$ cat config.mk
export PLATFORM = sky130hd
export DESIGN_NAME = sar_bus_ctrl
export DESIGN_NICKNAME = d
export VERILOG_FILES = /design/src/rtl/sar_bus_pkg.sv /design/src/rtl/sar_start_ctl.sv /design/src/rtl/sar_seq.sv /design/src/rtl/sar_out_latch.sv /design/src/rtl/sar_bus_ctrl.sv
export SDC_FILE = /design/constraint.sdc
export NUM_CORES = 1
export LEC_CHECK = 0
export CORE_ASPECT_RATIO = 1.75
export CORE_MARGIN = 2
export CORE_UTILIZATION = 45
export CTS_BUF_LIST = sky130_fd_sc_hd__clkbuf_4 sky130_fd_sc_hd__clkbuf_8 sky130_fd_sc_hd__clkbuf_16
export DETAILED_ROUTE_END_ITERATION = 8
export PLACE_DENSITY = 0.7
export REMOVE_ABC_BUFFERS = 1
export SKIP_CTS_REPAIR_TIMING = 1
export SKIP_LAST_GASP = 1
export SLEW_MARGIN = 5
export SYNTH_ARGS = -nofsm -noshare
export SYNTH_HDL_FRONTEND = slang
export SYNTH_SLANG_ARGS = --single-unit
export TNS_END_PERCENT = 50
$ cat constraint.sdc
create_clock -name clk -period 4.6 [get_ports clk]
set_clock_uncertainty 0.15 [all_clocks]
set_input_delay 0.92 -clock clk [delete_from_list [all_inputs] [get_ports clk]]
set_output_delay 0.92 -clock clk [all_outputs]
set_load 0.01 [all_outputs]
$ cat src/rtl/sar_bus_pkg.sv
`timescale 1ns/1ps
// Package: shared types for the successive-approximation controller.
// Assumes: nothing; holds only the start-control state encoding.
package sar_bus_pkg;

    // Start-control phases: idle, held in reset, armed for start, converting
    typedef enum logic [1:0] {
        ST_IDLE = 2'd0,
        ST_HOLD = 2'd1,
        ST_WAIT = 2'd2,
        ST_RUN  = 2'd3
    } ctl_state_t;

endpackage

$ cat src/rtl/sar_start_ctl.sv
`timescale 1ns/1ps
// Module: sar_start_ctl
// Tracks the select/write reset hold and arms a start when the hold ends.
// Runs a free-running bit-period prescaler and releases the start on the
// next prescaler boundary, so the delay is 1..BIT_CLKS clocks.
// Assumes: strobes are synchronous to clk; done_p comes from the sequencer.
module sar_start_ctl
    import sar_bus_pkg::*;
#(
    parameter int BIT_CLKS = 8
) (
    input  logic clk,
    input  logic rst_n,
    input  logic cs_n,
    input  logic wr_n,
    input  logic done_p,
    output logic hold,
    output logic start_p,
    output logic bit_end
);

    localparam int PH_W = (BIT_CLKS > 1) ? $clog2(BIT_CLKS) : 1;
    localparam logic [PH_W-1:0] PH_LAST = PH_W'(BIT_CLKS - 1);

    ctl_state_t      state;
    logic [PH_W-1:0] phase;

    // Reset hold condition: both select and write low
    assign hold    = !cs_n && !wr_n;
    // Prescaler boundary: last clock of a bit period
    assign bit_end = (phase == PH_LAST);
    // Start fires on the first boundary after the hold ended
    assign start_p = (state == ST_WAIT) && !hold && bit_end;

    // Free-running bit-period prescaler
    always_ff @(posedge clk) begin
        if (!rst_n) begin
            phase <= '0;
        end else if (bit_end) begin
            phase <= '0;
        end else begin
            phase <= phase + 1'b1;
        end
    end

    // Start-control state sequencing
    always_ff @(posedge clk) begin
        if (!rst_n) begin
            state <= ST_IDLE;
        end else if (hold) begin
            state <= ST_HOLD;
        end else begin
            case (state)
                ST_HOLD: state <= ST_WAIT;
                ST_WAIT: if (bit_end) state <= ST_RUN;
                ST_RUN:  if (done_p)  state <= ST_IDLE;
                default: state <= ST_IDLE;
            endcase
        end
    end

endmodule

$ cat src/rtl/sar_seq.sv
`timescale 1ns/1ps
// Module: sar_seq
// Successive-approximation register. Tries bits MSB first, one per bit
// period, and decides each bit from the comparator on the last clock of
// its period. Flags completion and presents the resolved code.
// Assumes: start_p and bit_end come from sar_start_ctl; hold overrides all.
module sar_seq #(
    parameter int W = 8
) (
    input  logic         clk,
    input  logic         rst_n,
    input  logic         hold,
    input  logic         start_p,
    input  logic         bit_end,
    input  logic         cmp_below,
    output logic [W-1:0] trial,
    output logic [W-1:0] res_code,
    output logic         busy,
    output logic         done_p
);

    localparam int IDX_W = (W > 1) ? $clog2(W) : 1;
    localparam logic [IDX_W-1:0] IDX_TOP = IDX_W'(W - 1);

    logic [IDX_W-1:0] idx;
    logic [W-1:0]     nxt;

    // Per-bit next value: resolve the current bit, set the one below it
    for (genvar i = 0; i < W; i++) begin : g_bit
        assign nxt[i] = (IDX_W'(i) == idx) ? (trial[i] & ~cmp_below) :
                        ((idx != '0) && (IDX_W'(i) == idx - 1'b1)) ? 1'b1 :
                        trial[i];
    end

    // Completion: last bit decided at a period boundary, not overridden
    assign done_p   = busy && bit_end && (idx == '0) && !hold;
    // Resolved code offered to the output latch
    assign res_code = nxt;

    // Trial register, bit index and busy flag
    always_ff @(posedge clk) begin
        if (!rst_n || hold) begin
            trial <= '0;
            idx   <= '0;
            busy  <= 1'b0;
        end else if (start_p) begin
            trial <= {1'b1, {(W-1){1'b0}}};
            idx   <= IDX_TOP;
            busy  <= 1'b1;
        end else if (busy && bit_end) begin
            trial <= nxt;
            if (idx == '0) begin
                busy <= 1'b0;
            end else begin
                idx <= idx - 1'b1;
            end
        end
    end

endmodule

$ cat src/rtl/sar_out_latch.sv
`timescale 1ns/1ps
// Module: sar_out_latch
// Holds the last finished code and drives the active-low interrupt.
// Completion sets the interrupt; a read clears it; the reset hold clears it
// with top priority. A completion wins over a read at the same edge.
// Assumes: done_p is a one-cycle pulse from the sequencer.
module sar_out_latch #(
    parameter int W = 8
) (
    input  logic         clk,
    input  logic         rst_n,
    input  logic         hold,
    input  logic         done_p,
    input  logic [W-1:0] res_code,
    input  logic         cs_n,
    input  logic         rd_n,
    output logic [W-1:0] dout,
    output logic         dout_en,
    output logic         intr_n
);

    logic rd_act;

    // Bus read in progress
    assign rd_act  = !cs_n && !rd_n;
    // Bus driver enable follows the read strobe directly
    assign dout_en = rd_act;

    // Result latch: loads only on completion
    always_ff @(posedge clk) begin
        if (!rst_n) begin
            dout <= '0;
        end else if (done_p) begin
            dout <= res_code;
        end
    end

    // Interrupt flag: hold > completion > read
    always_ff @(posedge clk) begin
        if (!rst_n || hold) begin
            intr_n <= 1'b1;
        end else if (done_p) begin
            intr_n <= 1'b0;
        end else if (rd_act) begin
            intr_n <= 1'b1;
        end
    end

endmodule

$ cat src/rtl/sar_bus_ctrl.sv
`timescale 1ns/1ps
// Module: sar_bus_ctrl (top)
// Digital controller of a successive-approximation converter with an
// active-low bus interface: start handshake, bit sequencing, result latch
// and interrupt.
// Assumes: the external comparator settles within a bit period; strobes
// are synchronous to clk.
module sar_bus_ctrl #(
    parameter int W        = 8,
    parameter int BIT_CLKS = 8
) (
    input  logic         clk,
    input  logic         rst_n,
    input  logic         cs_n,
    input  logic         wr_n,
    input  logic         rd_n,
    input  logic         cmp_below,
    output logic [W-1:0] dac_code,
    output logic [W-1:0] dout,
    output logic         dout_en,
    output logic         intr_n
);

    logic         hold_w;
    logic         start_w;
    logic         bit_end_w;
    logic         done_w;
    logic         conv_busy;
    logic [W-1:0] res_w;

    sar_start_ctl #(.BIT_CLKS(BIT_CLKS)) u_start (
        .clk     (clk),
        .rst_n   (rst_n),
        .cs_n    (cs_n),
        .wr_n    (wr_n),
        .done_p  (done_w),
        .hold    (hold_w),
        .start_p (start_w),
        .bit_end (bit_end_w)
    );

    sar_seq #(.W(W)) u_seq (
        .clk       (clk),
        .rst_n     (rst_n),
        .hold      (hold_w),
        .start_p   (start_w),
        .bit_end   (bit_end_w),
        .cmp_below (cmp_below),
        .trial     (dac_code),
        .res_code  (res_w),
        .busy      (conv_busy),
        .done_p    (done_w)
    );

    sar_out_latch #(.W(W)) u_out (
        .clk      (clk),
        .rst_n    (rst_n),
        .hold     (hold_w),
        .done_p   (done_w),
        .res_code (res_w),
        .cs_n     (cs_n),
        .rd_n     (rd_n),
        .dout     (dout),
        .dout_en  (dout_en),
        .intr_n   (intr_n)
    );

endmodule

# --- Word-level counts from Yosys, hierarchy flattened ---
# Cells that the tools add are included.
classes:
  n_eq_ne: 23
  add_sub_neg: 2
  n_shift: 0
  n_div: 0
  n_mul: 0
  bitwise: 10
  reduce_logical: 34
  order_cmp: 0
  mux: 30
ops:
  columns: ["op", "n"]
  rows:
  - ["$eq A3 B3 Y1 const A", 8]
  - ["$mux W1", 22]
  - ["$mux W8", 2]
  - ["$logic_and A1 B1 Y1", 15]
  - ["$eq A2 B3 Y1 const A", 4]
  - ["$mux W3", 3]
  - ["$and A1 B1 Y1", 8]
  - ["$reduce_and A2 Y1", 4]
  - ["$eq A1 B3 Y1 const A", 2]
  - ["$logic_not A3 Y1", 2]
  - ["$pmux W2 S3", 1]
  - ["$reduce_bool A2 Y1", 3]
  - ["$reduce_or A2 Y1", 3]
  - ["$logic_not A1 Y1", 5]
  - ["$eq A2 B2 Y1 const B", 2]
  - ["$mux W2", 2]
  - ["$ne A2 B2 Y1 const B", 2]
  - ["$add A3 B1 Y3 const B", 1]
  - ["$eq A3 B3 Y1 const B", 1]
  - ["$ne A3 B1 Y1 const B", 1]
  - ["$ne A3 B2 Y1 const B", 1]
  - ["$reduce_bool A3 Y1", 1]
  - ["$sub A3 B1 Y3 const B", 1]
  - ["$eq A2 B1 Y1 const B", 1]
  - ["other kinds (3)", 4]
word_totals:
  in_bits: 6
  latchBits: 0
  regBits: 26
  mem_count: 0
  romBits: 0
  elab_cells: 108
  output_inout_bits: 18
  ramBits: 0

# --- Longest topological paths before layout ---
logic_depth:
  depth_word: 7
  ltp_mapped: 7

# --- Modules after synthesis ---
# From an unflattened synthesis, not the netlist that was laid out.
unflattened:
  hier_cells: 152
  hier_area_um2: 1401.3
by_module_without_submodules:
  columns: ["module", "n_inst", "area_each_um2", "cells_each"]
  rows:
  - ["sar_seq", 1, 792.0, 97]
  - ["sar_out_latch", 1, 346.6, 30]
  - ["sar_start_ctl", 1, 262.8, 25]

# --- Worst setup path before layout ---
# No wires, ideal clock.
synth_path:
  path_kind: "input port to output port"
  startpoint: "in cs_n"
  endpoint: "out dout_en"
  arrival_time_ns: 1.112
  slack_ns: 2.418
  n_path_buf: 0
  required_time_ns: 3.530
  cell_stages: 1
  path_cell_list: "nor2_1"
synth_between:
  elab_chain_len: 2
synth_lines:
  columns: ["item", "line", "source"]
  rows:
  - ["start: declaration", "sar_bus_ctrl.sv:14", "input logic cs_n,"]
  - ["$logic_not A1 Y1", "sar_out_latch.sv:25", "assign rd_act = !cs_n && !rd_n;"]
  - ["$logic_and A1 B1 Y1", "sar_out_latch.sv:25", null]
  - ["end: declaration", "sar_bus_ctrl.sv:20", "output logic dout_en,"]
# No other way between the ends.

# --- Worst setup path after layout ---
# Same ends and word-level chain as after synthesis.

==> results.toml <==
[sta]
setup_violations = 0
rsz0062_at_grt = "false"
fin_crit_ps = 3180
holdWs_ps = 278
finalSetupTns_ps = 0
slew_viol_final = 0
fin_crit_sh_pct = 69.2
slew_headroom_pct = 60.0
hold_viol = 0
worstMarginPinSlew_ps = 597
setup_slack_ps = 1420
fmax_ghz = 0.314

[cts]
htree_levels = 1
clk_latency_ps = 270
cts_tree = "done"
cts_buffers = 3
cts_num_sinks = 26
path_clk_slew_ps = 90
cts-root-buf = "clkbuf_8"
cts_max_path_buffers = 2

[layout]
layout-drive-gt1-share_pct = 4.62
nNetsFinal = 190
final_common_cell = "dfxtp_1"
area_growth_pct = 22.3
final_cell_mix = "dfxtp_1 (26), clkdlybuf4s50_1 (23), nand2_1 (14)"
diodes = 0

[global_route]
antenna_found_initial = 0
grt_pass1_wl_mm = 5.11
grt_usage_pct = 19.3
grt_max_degree = 17
grt_pass1_vias = 1168
grt_overflow = 0

[power_and_ir_drop]
p_leak_uw = 0.000641
sw_frac_of_total_pct = 22.5
power.switching_uw = 94.4
pwr-share-clk_pct = 35.6
power.internal_uw = 325
p_per_area_nw_per_um2 = 257
combPwrFrac_pct = 8.7
peakVddDrop_mv = 0.221
p_seq_share_pct = 55.7

[worst_setup_path]
crit_family = "buffers and inverters"
path_cells = "clkdlybuf4s50_1, nor2_1, clkdlybuf4s50_1"
cp-end-kind = "output port"
cp-start-kind = "input pin"
arrival_ps = 2110
required_ps = 3530
cp_num_buf_inv = 2
worstPathMaxFanout = 5
cpPeakStageDelay_ps = 550
critical_path_class = "in2out"
cpMaxStageDelayCell = "clkdlybuf4s50_1"
crit_path_frequent_cell = "clkdlybuf4s50_1"

[placed_design]
place_ws_ps = 1410
hpwl_mm = 2.24
placement.io_buffers = 23
gp_congestion = 0.836

[logic_synthesis]
syn_area_per_cell_um2 = 8.84
async_reset_ff_share_pct = 0
synth_area_um2 = 1340
synth_area_leaders = "dfxtp_1 (39%), ha_1 (9.4%), o21ai_0 (4.5%), nand2_1 (3.9%), a21oi_1 (3.7%)"
yosysWarnings = 0
yosys.area.top_type_share_pct = 39.0
synth_top_area_cell = "dfxtp_1"
syn_inst = 151
synthDistinctLibCells = 37
yosysSeqAreaShare_pct = 39.0
synth-main-ff-cell = "dfxtp_1"
ys_ff_latch = 26
synth-edff-count = 0

[route]
drc = 0
ant_nets = 0
routed_wirelength_mm = 3.03
drt_pre_antenna_iters = 4
vias = 1175
drt_iter0_drc = 21
post_drt_wl_per_cell_um = 15.1
routed_via_density = 5.85

[run]
max_cap_violations = 0

[floorplan]
die_w_um = 45.2
core_um2 = 2860
placementRows = 26
initial_core_util_pct = 46.6
die_y_um = 76.1
io_pins = 24
die_area_um2 = 3440

[hold_path]
hold_path.class = "reg2reg"

[outcome]
status = "finished clean"
final cells by class:
class                      count  area, um2
inverter                       6       22.5
tap                           28       35.0
sequential                    26        520
clock buffer                   4       55.1
multi-input combinational    114        769
timing repair buffer          23        230
fill                         278       1230
metal layers:
layer / vias up / share of wire, % / GRT usage, %
met3: 6 / 3.4 / 2.61
met4: 0 / 2.1 / 9.12
li1: 585 / - / -
met1: 553 / 40 / 22.2
met5: - / 0 / 0
met2: 31 / 54 / 33.0
registers in the layout, indices dropped and copies added, names as in the netlist:
| signal | cells |
|---|---|
| u_out.dout | 8 |
| u_out.intr_n | 1 |
| u_seq.busy | 1 |
| u_seq.idx | 3 |
| u_seq.trial | 8 |
| u_start.phase | 3 |
| u_start.state | 2 |
final timing paths:
check | startpoint | end | slack [ps] | depth (start not counted)
worst max-delay path | cs_n | dout_en | 1420 | 3
worst min-delay path | u_start.phase[0] | u_start.phase[0] | 280 | 1
worst max register to register | u_seq.idx[0] | u_start.state[0] | 2340 | 6
worst min register to register | u_start.phase[0] | u_start.phase[0] | 280 | 1
per-stage QoR:
stage | cell area (um2) | instances | power, uW | utilization (%)
floorplan | 1310 | 146 | 262 | -
global placement | 1580 | 197 | 273 | 55.1
detailed placement | 1580 | 197 | 275 | 55.1
CTS | 1630 | 201 | 421 | 57.0
global route | 1630 | 201 | 438 | 57.0
finish | 1630 | 201 | 420 | 57.0
kinds of logic after synthesis:
logic type               synth area share (%)
buffers and inverters                    3.37
AND/OR/NAND/NOR                          22.2
multiplexers                             3.19
AO/OA/AOI/OAI                            22.2
flip-flops                               39.0
adder cells (fa/ha/maj)                  9.37
XOR/XNOR                                0.656
power by group through the flow:
stage / Combinational [uW] / Sequential, uW / Clock, uW
after global placement: 34.8 / 239 / 0
after global routing: 41.8 / 234 / 162
after floorplan: 23.8 / 238 / 0
final: 36.4 / 234 / 149
after CTS: 36.6 / 234 / 151
after detailed placement: 36.2 / 239 / 0
synth_stat cells, drive strengths merged (3+ instances only):
master  count
nor2b       4
a21boi      4
nor3b       4
o211ai      3
nand2      14
inv         6
nand3       9
and3        3
ha         10
nor2       10
a21oi      10
buf         3
o21ai      13
a31oi       5
dfxtp      26
(Power assumes the default switching activity.)
